$ cat src/rtl/bcu_pkg.sv
package bcu_pkg;

  typedef enum logic [1:0] {
    OP_BRANCH   = 2'd0,
    OP_SETFLAG  = 2'd1,
    OP_JUMPREG  = 2'd2,
    OP_JUMPLINK = 2'd3
  } op_kind_e;

  localparam int FLAG_W  = 5;
  localparam int FLG_Z   = 0;
  localparam int FLG_S   = 1;
  localparam int FLG_OV  = 2;
  localparam int FLG_CY  = 3;
  localparam int FLG_SAT = 4;

  // Strobes from control to datapath
  typedef struct packed {
    logic useReg;     // PC <= register value
    logic useShort;   // PC <= PC + short offset
    logic useLong;    // PC <= PC + long offset
    logic stepShort;  // PC <= PC + short length
    logic stepLong;   // PC <= PC + long length
    logic linkWr;     // write return address
    logic flagWr;     // write condition bit
  } bcu_ctrl_t;

endpackage

$ cat src/rtl/bcu_cond_eval.sv
module bcu_cond_eval
  import bcu_pkg::*;
(
  input  logic [3:0]        condSel,
  input  logic [FLAG_W-1:0] flags,
  output logic              condTrue
);

  logic z, s, ov, cy, sat, lessThan, baseTest;

  always_comb begin
    z   = flags[FLG_Z];
    s   = flags[FLG_S];
    ov  = flags[FLG_OV];
    cy  = flags[FLG_CY];
    sat = flags[FLG_SAT];
    lessThan = s ^ ov;
    unique case (condSel[2:0])
      3'd0: baseTest = ov;
      3'd1: baseTest = cy;
      3'd2: baseTest = z;
      3'd3: baseTest = cy | z;
      3'd4: baseTest = s;
      3'd5: baseTest = 1'b0;
      3'd6: baseTest = lessThan;
      3'd7: baseTest = lessThan | z;
    endcase
    // The upper half complements the lower half, except at the
    // always-true slot whose partner tests saturation.
    if (condSel == 4'd5)       condTrue = 1'b1;
    else if (condSel == 4'd13) condTrue = sat;
    else                       condTrue = baseTest ^ condSel[3];
  end

endmodule

$ cat src/rtl/bcu_ctrl.sv
module bcu_ctrl
  import bcu_pkg::*;
#(
  parameter int REG_IDX_W = 5
) (
  input  logic                 opValid,
  input  logic [1:0]           opKind,
  input  logic                 condTrue,
  input  logic [REG_IDX_W-1:0] dstReg,
  output bcu_ctrl_t            ctrl
);

  op_kind_e kind;

  always_comb begin
    kind = op_kind_e'(opKind);
    ctrl = '0;
    if (opValid) begin
      unique case (kind)
        OP_BRANCH: begin
          ctrl.useShort  = condTrue;
          ctrl.stepShort = ~condTrue;
        end
        OP_SETFLAG: begin
          ctrl.flagWr   = 1'b1;
          ctrl.stepLong = 1'b1;
        end
        OP_JUMPREG: begin
          ctrl.useReg = 1'b1;
        end
        OP_JUMPLINK: begin
          ctrl.useLong = 1'b1;
          ctrl.linkWr  = (dstReg != '0);
        end
      endcase
    end
  end

endmodule

$ cat src/rtl/bcu_datapath.sv
module bcu_datapath
  import bcu_pkg::*;
#(
  parameter int ADDR_W    = 32,
  parameter int SHORT_W   = 9,
  parameter int LONG_W    = 22,
  parameter int REG_IDX_W = 5,
  parameter int SHORT_LEN = 2,
  parameter int LONG_LEN  = 4
) (
  input  logic                 clk,
  input  logic                 rst,
  input  bcu_ctrl_t            ctrl,
  input  logic                 condTrue,
  input  logic [SHORT_W-1:0]   shortDisp,
  input  logic [LONG_W-1:0]    longDisp,
  input  logic [ADDR_W-1:0]    regValue,
  input  logic [REG_IDX_W-1:0] dstReg,
  output logic [ADDR_W-1:0]    pcOut,
  output logic                 wrEn,
  output logic [REG_IDX_W-1:0] wrAddr,
  output logic [ADDR_W-1:0]    wrData
);

  localparam logic [ADDR_W-1:0] STEP_S = ADDR_W'(SHORT_LEN);
  localparam logic [ADDR_W-1:0] STEP_L = ADDR_W'(LONG_LEN);

  logic [ADDR_W-1:0] pcQ, nextPc, shortOff, longOff, returnAddr;

  // Sign-extend with bit 0 cleared to keep targets halfword aligned
  assign shortOff = {{(ADDR_W-SHORT_W){shortDisp[SHORT_W-1]}},
                     shortDisp[SHORT_W-1:1], 1'b0};
  assign longOff  = {{(ADDR_W-LONG_W){longDisp[LONG_W-1]}},
                     longDisp[LONG_W-1:1], 1'b0};
  assign returnAddr = pcQ + STEP_L;

  always_comb begin
    nextPc = pcQ;
    if (ctrl.useReg)         nextPc = regValue;
    else if (ctrl.useShort)  nextPc = pcQ + shortOff;
    else if (ctrl.useLong)   nextPc = pcQ + longOff;
    else if (ctrl.stepShort) nextPc = pcQ + STEP_S;
    else if (ctrl.stepLong)  nextPc = pcQ + STEP_L;
  end

  always_ff @(posedge clk) begin
    if (rst) pcQ <= '0;
    else     pcQ <= nextPc;
  end

  assign pcOut  = pcQ;
  assign wrEn   = ctrl.linkWr | ctrl.flagWr;
  assign wrAddr = dstReg;
  assign wrData = ctrl.flagWr ? ADDR_W'(condTrue) : returnAddr;

endmodule

$ cat src/rtl/branch_cond_unit.sv
module branch_cond_unit
  import bcu_pkg::*;
#(
  parameter int ADDR_W    = 32,
  parameter int SHORT_W   = 9,
  parameter int LONG_W    = 22,
  parameter int REG_IDX_W = 5
) (
  input  logic                 clk,
  input  logic                 rst,
  input  logic                 opValid,
  input  logic [1:0]           opKind,
  input  logic [3:0]           condSel,
  input  logic [4:0]           statusFlags,
  input  logic [SHORT_W-1:0]   shortDisp,
  input  logic [LONG_W-1:0]    longDisp,
  input  logic [ADDR_W-1:0]    regValue,
  input  logic [REG_IDX_W-1:0] dstReg,
  output logic                 condTrue,
  output logic [ADDR_W-1:0]    pcOut,
  output logic                 wrEn,
  output logic [REG_IDX_W-1:0] wrAddr,
  output logic [ADDR_W-1:0]    wrData
);

  bcu_ctrl_t ctrl;

  bcu_cond_eval u_eval (
    .condSel (condSel),
    .flags   (statusFlags),
    .condTrue(condTrue)
  );

  bcu_ctrl #(.REG_IDX_W(REG_IDX_W)) u_ctrl (
    .opValid (opValid),
    .opKind  (opKind),
    .condTrue(condTrue),
    .dstReg  (dstReg),
    .ctrl    (ctrl)
  );

  bcu_datapath #(
    .ADDR_W   (ADDR_W),
    .SHORT_W  (SHORT_W),
    .LONG_W   (LONG_W),
    .REG_IDX_W(REG_IDX_W),
    .SHORT_LEN(2),
    .LONG_LEN (4)
  ) u_dp (
    .clk      (clk),
    .rst      (rst),
    .ctrl     (ctrl),
    .condTrue (condTrue),
    .shortDisp(shortDisp),
    .longDisp (longDisp),
    .regValue (regValue),
    .dstReg   (dstReg),
    .pcOut    (pcOut),
    .wrEn     (wrEn),
    .wrAddr   (wrAddr),
    .wrData   (wrData)
  );

endmodule

$ cat config.mk
export PLATFORM = sky130hd
export DESIGN_NAME = branch_cond_unit
export DESIGN_NICKNAME = d
export VERILOG_FILES = /design/src/rtl/bcu_pkg.sv /design/src/rtl/bcu_cond_eval.sv /design/src/rtl/bcu_ctrl.sv /design/src/rtl/bcu_datapath.sv /design/src/rtl/branch_cond_unit.sv
export SDC_FILE = /design/constraint.sdc
export NUM_CORES = 1
export LEC_CHECK = 0
export BUFFER_PORTS_ARGS = -buffer_cell sky130_fd_sc_hd__buf_2
export CORE_ASPECT_RATIO = 1.1
export CORE_UTILIZATION = 35
export DETAILED_ROUTE_END_ITERATION = 7
export GPL_TIMING_DRIVEN = 0
export PLACE_DENSITY = 0.65
export SETUP_SLACK_MARGIN = 0.02
export SYNTH_ARGS = -nofsm -noshare
export SYNTH_HDL_FRONTEND = slang
export SYNTH_HIERARCHICAL = 1
export SYNTH_SLANG_ARGS = --single-unit
$ cat constraint.sdc
create_clock -name clk -period 3.3 [get_ports clk]
set_input_delay 0.66 -clock clk [delete_from_list [all_inputs] [get_ports clk]]
set_output_delay 0.66 -clock clk [all_outputs]
set_load 0.1 [all_outputs]
# Yosys cells after proc, flatten, opt, wreduce, memory -nomap -nowiden
# Index checks and enable logic that the tools add are counted.
word_totals:
  in_bits: 82
  out_inout_bits: 71
  register_bits: 32
  word_cells: 43
classes:
  n_reduce_logical: 4
  muxes: 16
  n_bitwise: 6
  n_eq_ne: 12
  addsub: 4
op_table:
  columns: ["op", "count"]
  rows:
  - ["two-way mux 32 bit", 6]
  - ["adder 32 bit", 2]
  - ["adder 32 x 2 -> 32 bit (second input constant)", 1]
  - ["adder 32 x 3 -> 32 bit (second input constant)", 1]
  - ["== test 3 bit (second input constant)", 4]
  - ["nonzero test 5 bit", 2]
  - ["two-way mux 1 bit", 8]
  - ["case mux 1 bit (8 select lines)", 1]
  - ["two-way mux 7 bit", 1]
  - ["== test 3 x 2 -> 1 bit (second input constant)", 2]
  - ["== test 2 bit (second input constant)", 2]
  - ["== test 4 x 3 -> 1 bit (second input constant)", 1]
  - ["== test 4 bit (second input constant)", 1]
  - ["== test 3 x 1 -> 1 bit (second input constant)", 1]
  - ["logical NOT 3 bit", 1]
  - ["OR 1 bit", 3]
  - ["== test 2 x 1 -> 1 bit (second input constant)", 1]
  - ["logical NOT 2 bit", 1]
  - ["bitwise XOR 1 bit", 2]
  - ["NOT 1 bit", 1]

# Depth between registers and ports, before layout
depth:
  depth_word: 14
  depth_mapped: 16
  ltp_nobuf: 14

# Modules after synthesis
# Netlist, hierarchy kept.
modules_own_cells:
  columns: ["module", "cells_each", "instances", "area_each_um2"]
  rows:
  - ["bcu_datapath", 906, 1, 6394.9]
  - ["bcu_cond_eval", 15, 1, 131.4]
  - ["bcu_ctrl", 9, 1, 63.8]

# Worst setup path after synthesis
# Ideal clock, no wire load.
synth_timing:
  path_type: "reg-to-output"
  startpoint: "register u_dp.pcQ[2], in the netlist u_dp/pcOut[2]"
  endpoint: "output wrData[28]"
  path_stages_with_launch: 7
  slack_ps: -1651
  arrival_ps: 4291
  cell_sequence: "dfxtp_1 -> ha_1 -> nand4_4 -> nor4_4 -> nand4_4 -> or3_2 -> a21oi_1"
synth_via:
  elab_chain_len: 2
synth_rtl:
  columns: ["item", "line_no", "source"]
  rows:
  - ["start, declared", "bcu_datapath.sv:28", "logic [ADDR_W-1:0] pcQ, nextPc, shortOff, longOff, returnAddr;"]
  - ["start signal, assigned", "bcu_datapath.sv:48", "else pcQ <= nextPc;"]
  - ["adder 32 x 3 -> 32 bit", "bcu_datapath.sv:35", "assign returnAddr = pcQ + STEP_L;"]
  - ["two-way mux 32 bit", "bcu_datapath.sv:54", "assign wrData = ctrl.flagWr ? ADDR_W'(condTrue) : returnAddr;"]
  - ["end, declared", "branch_cond_unit.sv:23", "output logic [ADDR_W-1:0] wrData"]
# Every way passes these cells.

==> results.cfg <==
[clocking]
clockBufferDepth = 2
cts_sinks = 32
cts_tree = built
htree_num_levels = 2
cts_inserted_buffers = 5
clkLatencyLatePin_ns = 0.29
cts.clk_slew.worst_paths_ns = 0.06
cts-root-buf = clkbuf_16

[critical_path]
crit_start = condSel[2]
cp_max_fo = 4
worstPathRequired_ns = 3.45
arrival_ns = 3.54
timing.critical_path.mode_cell = a211oi_2
crit_slowest_cell = a221o_4
critical_path.top_delay_family = compound AO/OA/AOI/OAI gates
worst-path-buf-inv = 3
critPathMaxStageDelay_ns = 0.38
reg2reg_setup_slack_ns = 0.15
end_kind = register
r2r-start = u_dp/pcOut[1]
startpoint_type = input port
crit_chain = buf_8 -> nor2b_4 -> a2111oi_4 -> a211oi_2 -> a221o_4 -> nor4b_2 -> buf_4 -> mux2i_4 -> buf_6 -> nor4_4 -> nand3_1 -> xor2_1 -> nor2_1 -> a211oi_2 -> a211oi_2 -> a211oi_1 -> nor3_1
crit_type = in -> reg

[logic_synthesis]
yosys.area.top_type = ha_1
yosysMostFrequentCell = nor2_1
synth_xor_xnor_area_share_pct = 13.0
synth_area_leaders = ha_1, dfxtp_1, xor2_1
synth_fa_ha_area_share_pct = 12.4
synth_flop_cell = dfxtp_1
synth.net_count = 1076
synth_compound_area_share_pct = 31.6
synth_cell_types = 92
synth_cells = 930
synthMuxAreaShare_pct = 1.23
synth.top_cell.area_share_pct = 11.8
ys_seq_area_share_pct = 9.72
synth_common_cells = nor2_1, nand2_1, a21oi_1
synthArstFlopShare_pct = 0
yosys_warnings = 6
synth_seq_cells = 32
avgSynthCellArea_sq_um = 7.09
synth-simple-area-share_pct = 25.2
syn_area_sq_mm = 0.00659
synth_edf_count = 0
synth_top_family_by_area = compound AO/OA/AOI/OAI gates

[timing]
fin_ws_ns = -0.0993
fmax_ghz = 0.294
timing.hold.ws_ns = 0.537
worst_slew_pin_slew_ns = 0.942
final.setup.tns_ns = -0.200
hold_viol = 0
slew_headroom_pct = 37.2
post-route-period-util_pct = 103
fin_crit_ns = 3.40
slew_viol_final = 0
rsz0062_at_grt = yes
finClkSkew_ns = 0.0132
setup_viol = 3

[die]
coreArea_sq_mm = 0.0184
die_area_sq_mm = 0.0194
dieWidth_um = 133
start_util_pct = 35.8
die_h_um = 146
num_rows = 52
pin_count = 153

[layout]
final_util_pct = 46.9
n_antenna_cell = 0
syn_to_final_growth_pct = 31.1
fillers = 1875
stdcell_count = 1357
layout-drive-gt1-share_pct = 31.7
largest_reg_flops = 32
fin_nets = 1259

[worst_hold_path]
min-delay-start = u_dp/pcOut[0]
hp-class = reg -> reg

[detailed_routing]
via_per_inst = 5.94
wl_um = 27000
wl_per_cell_um = 19.9
ant_nets = 0
drt_first_pass_iters = 7
vias = 8062
drc = 0
drtIter0Drc = 711

[power]
total_power_mw = 3.19
p_leak_nw = 3.77
power_density_mw_per_mm2 = 369
ir_worst_vdd_v = 0.000209

[grt]
grt_use_met2_pct = 45.1
grt_busiest_layer = met2
grt_max_degree = 25
antenna_found_initial = 0
use_met1_pct = 34.7
grt_pass1_wl_um = 40400
grt_util_met3_pct = 3.31
global_route.usage.total_pct = 26.8
overflow = 0
grt_pass1_vias = 7259

[run]
cap_violations = 0

[placement]
dp_hpwl_um = 20700
place_inst = 1323
portBuffers = 150
gp_congestion = 0.947

[status]
status = finished with violations
violations = setup timing
cells in the final DEF (no fill, tap or decap), types with 7 or more instances in the layout:
master and count:
o21ai_0 46, nor2_2 13, o21bai_1 14, a21o_1 20
nand3_1 27, buf_4 47, a31oi_1 13, a21oi_1 79
buf_2 139, o21ai_1 12, dfxtp_4 13, o21a_1 8
a211oi_1 17, ha_1 59, xor2_1 48, dfxtp_2 13
clkbuf_1 24, nand4_1 17, nor3_1 17, clkbuf_2 11
nand2b_1 12, nand2_1 84, and3_1 7, buf_6 8
inv_1 24, nor2_4 14, xnor2_1 47, o221ai_1 9
nor2_1 68, o211ai_1 17
layout make-up:
class	instances	area, sq um	share of cell area, %
Multi-Input combinational cell	811	5960	69.0
Timing Repair Buffer	180	1100	12.7
Sequential cell	32	706	8.17
Buffer	59	348	4.03
Tap cell	243	304	3.52
Clock buffer	7	133	1.53
Inverter	24	90.1	1.04
Clock inverter	1	5.00	0.0579
worst min-delay path, delay by kind of cell, from the launching register on:
family	cells	cell delay (ns)
muxes	1	0.08
and+or+nand+nor	1	0.08
DFF	1	0.35
where the power goes:
| group | leakage [nW] | internal (mW) | switching, mW | total [mW] |
|---|---|---|---|---|
| logic | 3.43 | 0.676 | 1.50 | 2.18 |
| clock network | 0.0679 | 0.280 | 0.194 | 0.473 |
| registers | 0.277 | 0.434 | 0.102 | 0.536 |
kinds of logic after synthesis:
logic type,after synthesis
compound gates,310
fa+ha+maj,64
xor+xnor,98
buf+inv,87
flops,32
mux,8
simple gates,331
metal layers:
| metal | part of all wire (%) | up-vias |
|---|---|---|
| met4 | 3.7 | 0 |
| met3 | 7.2 | 82 |
| met2 | 47 | 374 |
| met5 | 0 | - |
| met1 | 42 | 3801 |
| li1 | - | 3805 |
stage by stage:
| step | instance area (sq um) | setup slack [ns] |
|---|---|---|
| after floorplan | 6890 | -0.352 |
| after global routing | 8640 | -0.163 |
| after global placement | 7950 | -1.20 |
| after CTS | 8370 | -0.0376 |
| after detailed placement | 7950 | -1.25 |
| final | 8640 | -0.0993 |
path summary, 6_finish.rpt:
kind	depth (start not counted)	end
max	17	u_dp/pcOut[11]
min	2	u_dp/pcOut[0]
max reg2reg	12	u_dp/pcOut[11]
min reg2reg	2	u_dp/pcOut[0]
timing repair:
action	4_1_cts	5_1_grt
hold buffers	0	0
resized for setup	51	46
buffers inserted	13	17
pin swaps	19	36
setup endpoints to repair	46	36
Note: power is estimated with default switching activity, not from simulation.
